`src/rtl/can_tx_sched.sv`:
```
module can_tx_sched #(
  parameter int NMB = 8,
  parameter int PW  = 5,
  localparam int IW = (NMB > 1) ? $clog2(NMB) : 1
) (
  input  logic              clk,
  input  logic              rst_n,
  input  logic [NMB-1:0]    req_set,
  input  logic [NMB-1:0]    req_clr,
  input  logic [NMB-1:0]    rmt_hit,
  input  logic [NMB-1:0]    arp_en,
  input  logic [NMB-1:0]    ack_clr,
  input  logic [NMB-1:0]    abt_clr,
  input  logic [NMB*PW-1:0] prio,
  input  logic              eng_start,
  input  logic              eng_ok,
  input  logic              eng_lost,
  input  logic              eng_err,
  output logic [IW-1:0]     sel_idx,
  output logic              sel_vld,
  output logic [NMB-1:0]    trq,
  output logic [NMB-1:0]    ack,
  output logic [NMB-1:0]    abt
);

  logic          busy, apend;
  logic [IW-1:0] lock_idx, best_idx;
  logic [PW-1:0] best_p;
  logic          any;

  always_comb begin
    any = 1'b0;
    best_idx = '0;
    best_p = '0;
    for (int i = 0; i < NMB; i++)
      if (trq[i] && (!any || prio[i*PW +: PW] >= best_p)) begin
        any = 1'b1;
        best_idx = IW'(i);
        best_p = prio[i*PW +: PW];
      end
  end

  assign sel_vld = busy | any;
  assign sel_idx = busy ? lock_idx : best_idx;

  logic          start, fin, fail;
  logic [IW-1:0] tgt;
  logic          locked;
  logic [NMB-1:0] newset, lockmask, cancel, done_clr, ack_set, abt_set;

  assign start  = !busy && eng_start && any;
  assign fin    = busy && (eng_ok || eng_lost || eng_err);
  assign fail   = fin && !eng_ok;
  assign tgt    = busy ? lock_idx : best_idx;
  assign locked = busy || start;
  assign newset = req_set | (rmt_hit & arp_en);

  always_comb begin
    lockmask = '0;
    done_clr = '0;
    ack_set  = '0;
    if (locked) lockmask[tgt] = 1'b1;
    cancel = req_clr & trq & ~newset & ~lockmask;
    abt_set = cancel;
    if (fin && eng_ok) begin
      done_clr[lock_idx] = 1'b1;
      ack_set[lock_idx]  = 1'b1;
    end else if (fail && (apend || req_clr[lock_idx])) begin
      done_clr[lock_idx] = 1'b1;
      abt_set[lock_idx]  = 1'b1;
    end
  end

  always_ff @(posedge clk or negedge rst_n) begin
    if (!rst_n) begin
      trq <= '0;
      ack <= '0;
      abt <= '0;
      busy <= 1'b0;
      apend <= 1'b0;
      lock_idx <= '0;
    end else begin
      trq <= (trq & ~(cancel | done_clr)) | newset;
      ack <= (ack & ~ack_clr) | ack_set;
      abt <= (abt & ~abt_clr) | abt_set;
      if (start) begin
        busy <= 1'b1;
        lock_idx <= best_idx;
        apend <= req_clr[best_idx];
      end else if (fin) begin
        busy <= 1'b0;
        apend <= 1'b0;
      end else if (busy) begin
        apend <= apend | req_clr[lock_idx];
      end
    end
  end

  a_r4_lock_holds: assert property (@(posedge clk) disable iff (!rst_n)
    (busy && !(eng_ok || eng_lost || eng_err)) |=> (sel_vld && sel_idx == $past(sel_idx)));

  a_r5_ok_acks: assert property (@(posedge clk) disable iff (!rst_n)
    (busy && eng_ok) |=> ack[$past(lock_idx)]);

  a_r8_ok_no_abort: assert property (@(posedge clk) disable iff (!rst_n)
    (busy && eng_ok && !abt[lock_idx]) |=> !abt[$past(lock_idx)]);

  a_r6_retry_keeps: assert property (@(posedge clk) disable iff (!rst_n)
    (busy && !eng_ok && (eng_lost || eng_err) && !apend && !req_clr[lock_idx])
      |=> (trq[$past(lock_idx)] && sel_vld));

  a_r2_sel_pending: assert property (@(posedge clk) disable iff (!rst_n)
    sel_vld |-> trq[sel_idx]);

  for (genvar g = 0; g < NMB; g++) begin : g_chk
    a_r3_max_wins: assert property (@(posedge clk) disable iff (!rst_n)
      (!busy && trq[g]) |-> (prio[g*PW +: PW] <= prio[sel_idx*PW +: PW]));
  end

endmodule

```
`config.mk`:
```
export PLATFORM = sky130hd
export DESIGN_NAME = can_tx_sched
export DESIGN_NICKNAME = d
export VERILOG_FILES = /design/src/rtl/can_tx_sched.sv
export SDC_FILE = /design/constraint.sdc
export NUM_CORES = 1
export LEC_CHECK = 0
export BUFFER_PORTS_ARGS = -buffer_cell sky130_fd_sc_hd__buf_2
export CELL_PAD_IN_SITES_DETAIL_PLACEMENT = 1
export CELL_PAD_IN_SITES_GLOBAL_PLACEMENT = 1
export CORE_MARGIN = 2
export CORE_UTILIZATION = 35
export DETAILED_ROUTE_END_ITERATION = 7
export GPL_TIMING_DRIVEN = 0
export PLACE_DENSITY_LB_ADDON = 0.1
export SKIP_CTS_REPAIR_TIMING = 1
export SLEW_MARGIN = 10
export SYNTH_ARGS = -nofsm -noshare
export SYNTH_HDL_FRONTEND = slang
export SYNTH_SLANG_ARGS = --single-unit
export TNS_END_PERCENT = 20
```
`constraint.sdc`:
```
create_clock -name clk -period 11.6 [get_ports clk]
set_clock_uncertainty 0.2 [all_clocks]
set_input_delay 0.58 -clock clk [delete_from_list [all_inputs] [get_ports clk]]
set_output_delay 0.58 -clock clk [all_outputs]
set_load 0.02 [all_outputs]
```
---- Yosys cells after proc, flatten, opt, wreduce, memory -nomap -nowiden ----
Index checks and enable logic that the tools add are counted.
storage, ports and cells
  flip-flop bits (word level) ............. 29
  output and inout port bits .............. 28
  logic and storage cells ................. 117
cells by class
  $lt $le $gt $ge ......................... 12
  multiplexer cells ....................... 42
  bitwise gates (word level) .............. 20
  reduce and logical (&&, ||, !) cells .... 37
operators with widths
  kind                                                                    count
  8-bit AND                                                               7
  8-bit 2-to-1 mux                                                        6
  8-bit OR                                                                6
  8-bit inverter                                                          5
  5-bit >= comparator                                                     7
  5-bit 2-to-1 mux                                                        7
  1-bit 2-to-1 mux                                                        18
  1-bit logical AND                                                       15
  3-bit 2-to-1 mux                                                        5
  3-bit by 4-bit < comparator with 1-bit output (second input constant)   3
  1-bit logical OR                                                        11
  1-bit logical NOT                                                       9
  1-bit binary-select mux with 3-bit select                               2
  1-bit demux with 3-bit select                                           2
  3-bit by 1-bit >= comparator with 1-bit output (second input constant)  2
  2-bit 2-to-1 mux                                                        2
  3-bit nonzero test                                                      1
  1-bit OR                                                                2
  2-bit nonzero test                                                      1

---- Longest topological paths before layout ----
  depth after elaboration ................. 41
  gate-level depth with buffers ........... 54
  gate-level depth less buffers ........... 49

---- Least setup slack after synthesis ----
OpenSTA, ideal clock, no wires.
  path type ............................... reg2out
  start ................................... register trq[0]
  end ..................................... output port sel_idx[2]
  arrival ................................. 10.207 ns
  data required time ...................... 10.820 ns
  path slack .............................. 0.613 ns
  stages on the path, launching flop included .. 49
  path buffers ............................ 5
  path through ............................ dfrtp_1 -> buf_2 -> nand2_1 -> ha_1 -> a21oi_1 -> o21ai_0 -> a21oi_2 -> mux2i_1 -> inv_1 -> ha_1 -> a21o_1 -> a31oi_1 -> o211ai_1 -> a211oi_1 -> nor2_1 -> ha_1 -> nand2b_1 -> a211oi_1 -> [13 not listed] -> a21oi_1 -> o21ai_0 -> a22o_1 -> clkbuf_1 -> mux2_2 -> ha_1 -> o221ai_1 -> a21oi_1 -> o31a_1 -> buf_2 -> mux2_2 -> ha_1 -> nor2_1 -> a21o_1 -> a21oi_1 -> o31a_2 -> nor4b_2 -> mux2i_1
on the way
  cells in the longest elaborated chain, start to end .. 30
  elaborated cells on any way between the ends .. 47
  classes of those cells .................. 7 x order compare; 19 x mux; 21 x reduce/logical
ends and longest elaborated chain
  element                                                          RTL line  text
  start, declared                                                  21        output logic [NMB-1:0] trq,
  start signal, assigned                                           83        trq <= (trq & ~(cancel | done_clr)) | newset;
  5-bit 2-to-1 mux / 1-bit 2-to-1 mux (equally long branches)      36        if (trq[i] && (!any || prio[i*PW +: PW] >= best_p)) begin
  5-bit >= comparator / 1-bit logical NOT (equally long branches)  36
  1-bit logical OR                                                 36
  1-bit logical AND                                                36
  5-bit 2-to-1 mux / 1-bit 2-to-1 mux (equally long branches)      36
  5-bit >= comparator / 1-bit logical NOT (equally long branches)  36
  1-bit logical OR                                                 36
  1-bit logical AND                                                36
  [14 not listed]                                                  n/a
  1-bit logical OR                                                 36
  1-bit logical AND                                                36
  5-bit 2-to-1 mux / 1-bit 2-to-1 mux (equally long branches)      36
  5-bit >= comparator / 1-bit logical NOT (equally long branches)  36
  1-bit logical OR                                                 36
  1-bit logical AND                                                36
  3-bit 2-to-1 mux *                                               36
  3-bit 2-to-1 mux *                                               44        assign sel_idx = busy ? lock_idx : best_idx;
  end, declared                                                    19        output logic [IW-1:0] sel_idx,
Mark *: on every way between the ends. The rest lies on a longest branch, timed or not.

---- Final worst setup path ----
Ends and elaborated chain as after synthesis.

==> qor.yml <==
status: "finished, final reports clean"
r2r_start: "trq[0]"
clock.fmax_mhz: 89.33
setup_viol: 0
grt_max_degree: 30
vias: 3407
nFillCells: 1077
drive_above_1_share_pct: 37.69
dieArea_sq_um: 9306
cts_tree: "yes"
synth_cell_type_count: 55
cts_root_buf: "clkbuf_8"
clock_power_share_pct: 4.9
grt_pass1_vias: 3293
powerDensity_nw_per_um2: 406.1
io_pins: 122
nets: 656
gp_congestion: 0.8724
antenna_found_initial: 0
worstPathMaxFanout: 10
regArea_sq_um: 725.7
hold_viol: 0
pre_cts_slack_ns: -1.258
grt_pass1_wl_um: 15750
die_w_um: 96.47
reg2reg_to: "trq[0]"
reg2reg_depth: 52
cts.sinks: 29
path_clk_slew_ns: 0.07
syn_area_per_cell_sq_um: 7.960
cp.arrival_ns: 10.41
multi_input_area_sq_um: 2206
drc: 0
wirelength_um: 10290
p_int_mw: 0.8445
clock_latency_ns: 0.29
cts_buffers: 5
leakagePower_nw: 2.053
wl_per_cell_um: 16.26
combPwrFrac_pct: 85.8
worstHoldPathType: "primary input to asynchronous set/reset pin"
swShare_pct: 50.14
mappedNetlistArea_sq_um: 2993
startpoint_type: "flop"
r2r_setup_slack_ns: 0.70
yosys_warnings: 0
area_growth_pct: 39.34
drv_slew: 0
switchingPower_mw: 0.8492
finalCriticalPeriod_ns: 11.19
synth-seq-area-share_pct: 24.25
postRouteAntennaNets: 0
ys_ff_latch: 29
worst_slew_pin_slew_ns: 0.6720
die_y_um: 96.47
totalPowerFinal_mw: 1.694
via_per_inst: 5.382
rows: 33
finalCritPeriodShare_pct: 96.50
ir_worst_vdd_uv: 269.0
worstPathRequired_ns: 10.82
grt-ovfl-total: 0
cts_htree_levels: 2
synthCells: 376
worst-setup-path-type: "flop to primary output"
crit_slowest_cell: "dfrtp_1"
initial_core_util_pct: 36.24
coreArea_sq_um: 8258
synth_edf_count: 0
place_hpwl_um: 8122
synthArstFlopShare_pct: 100.0
seqPwrFrac_pct: 9.3
drt_pass1_iterations: 4
setup_slack_ns: 0.4056
synthFlopType: "dfrtp_1"
synth_nets: 505
track_usage_pct: 21.70
num_antenna_cells: 0
crit_top_cell: "ha_1"
relSlewSlack_pct: 54.82
timing.critical_path.to_type: "primary output"
max_stage_delay_ns: 0.42
drv_cap: 0
dr.first_iter.drc_count: 82
clk_path_buf_depth: 2
portBuffers: 121
-- critical path, delay by kind of cell (launching register included) --
kind | cells | cell delay (ns)
compound gates | 21 | 3.79
fa+ha+maj | 7 | 1.93
buf+inv | 8 | 1.20
flops | 1 | 0.42
mux | 5 | 1.30
simple gates | 9 | 1.45
-- per-layer routing --
metal	track usage, %	part of all wire, %	vias to the layer above
li1	-	-	1683
met1	27.00	44	1634
met2	39.70	52	83
met3	2.095	4.0	7
met4	6.103	0.92	0
met5	0	0	-
-- kinds of logic after synthesis --
family	share of synthesized area (%)
AO/OA/AOI/OAI	30.02
AND/OR/NAND/NOR	18.27
buffers and inverters	7.316
adder cells (fa/ha/maj)	14.63
flip-flops	24.25
multiplexers	5.518
-- layout make-up --
cell class / count / area share [%]
plain buffers: 13 / 1.800
clock buffers: 6 / 1.740
clock inverters: 2 / 0.2400
inverters: 43 / 3.870
multi-input cells: 290 / 52.90
flip-flops and latches: 29 / 17.40
well taps: 105 / 3.150
repair buffers: 145 / 18.90
-- cells in the mapped netlist, types with 2 or more instances --
| master | instances | area (sq um) |
|---|---|---|
| clkbuf_1 | 9 | 33.78 |
| a21o_1 | 4 | 30.03 |
| a31o_2 | 5 | 43.79 |
| and2_1 | 9 | 56.30 |
| or4_1 | 2 | 15.01 |
| o221ai_1 | 5 | 43.79 |
| nor3_1 | 6 | 30.03 |
| or3_1 | 3 | 18.77 |
| and3_1 | 2 | 12.51 |
| a21boi_0 | 2 | 15.01 |
| a211o_1 | 2 | 17.52 |
| o31a_1 | 3 | 26.28 |
| o21ai_1 | 2 | 10.01 |
| o31ai_1 | 6 | 45.04 |
| o211ai_1 | 6 | 45.04 |
| a2bb2oi_1 | 2 | 17.52 |
| o21ai_0 | 32 | 160.2 |
| inv_1 | 43 | 161.4 |
| dfrtp_1 | 29 | 725.7 |
| o22ai_1 | 12 | 75.07 |
| mux2_2 | 4 | 45.04 |
| a31oi_1 | 3 | 18.77 |
| a211oi_1 | 5 | 37.54 |
| mux2i_1 | 12 | 120.1 |
| nand3b_1 | 2 | 15.01 |
| a22oi_1 | 3 | 22.52 |
| o32ai_1 | 2 | 17.52 |
| nand2b_1 | 14 | 87.58 |
| ha_1 | 35 | 437.9 |
| a21oi_1 | 20 | 100.1 |
| and4_1 | 2 | 17.52 |
| a31o_1 | 4 | 35.03 |
| nand3_1 | 7 | 35.03 |
| buf_2 | 4 | 20.02 |
| o21a_1 | 5 | 37.54 |
| nor2_1 | 20 | 75.07 |
| nand2_1 | 31 | 116.4 |
| a22o_1 | 2 | 17.52 |
-- worst max path at each step --
stage | start | end | slack (ns) | depth (start not counted)
final | trq[0] | sel_idx[2] | 0.41 | 50
after global routing | trq[0] | sel_idx[2] | -0.16 | 50
after CTS | trq[0] | sel_idx[2] | -1.61 | 49
after detailed placement | prio[4] | sel_idx[2] | -1.26 | 49
after global placement | prio[0] | sel_idx[2] | -1.08 | 50
after floorplan | trq[0] | sel_idx[2] | 0.61 | 48
-- metrics by stage --
step                      instance area [sq um]  TNS (ns)  util, %  hold WS [ns]  instances
final                                      4170         0    50.50        0.1190        633
after detailed placement                   3730    -20.69    45.17        0.3022        602
after CTS                                  3812    -22.98    46.17        0.1465        610
after global routing                       4170   -0.3903    50.50        0.1784        633
after floorplan                            2993         0        -       0.08441        376
after global placement                     3730    -16.14    45.17        0.2723        602
-- state kept, by name, summed over array words and instances, names as in the netlist --
name	cells
busy	1
lock_idx	3
ack	8
apend	1
trq	8
abt	8
-- layout by cell type (no fill, tap or decap), types with 5 or more instances in the layout --
cell / instances
o21ai_0: 26
buf_4: 27
a31o_2: 5
o21a_1: 5
mux2i_1: 10
o22ai_1: 12
ha_1: 35
nor3_1: 6
a21oi_1: 17
nand2_1: 31
nand2b_1: 14
inv_1: 43
and2_1: 8
nand3_1: 7
clkbuf_8: 5
nor2_1: 19
clkbuf_1: 6
buf_2: 122
dfrtp_1: 29
o211ai_1: 6
-- power by group through the flow --
stage          sequential, mW  combinational, mW  clock [mW]
5_1_grt                 0.162               1.62      0.0890
6_report                0.158               1.45      0.0830
3_5_place_dp            0.158               1.13           0
2_1_floorplan           0.181              0.809           0
4_1_cts                 0.157               1.14      0.0836
3_3_place_gp            0.157               1.10           0
(Power assumes the default switching activity.)
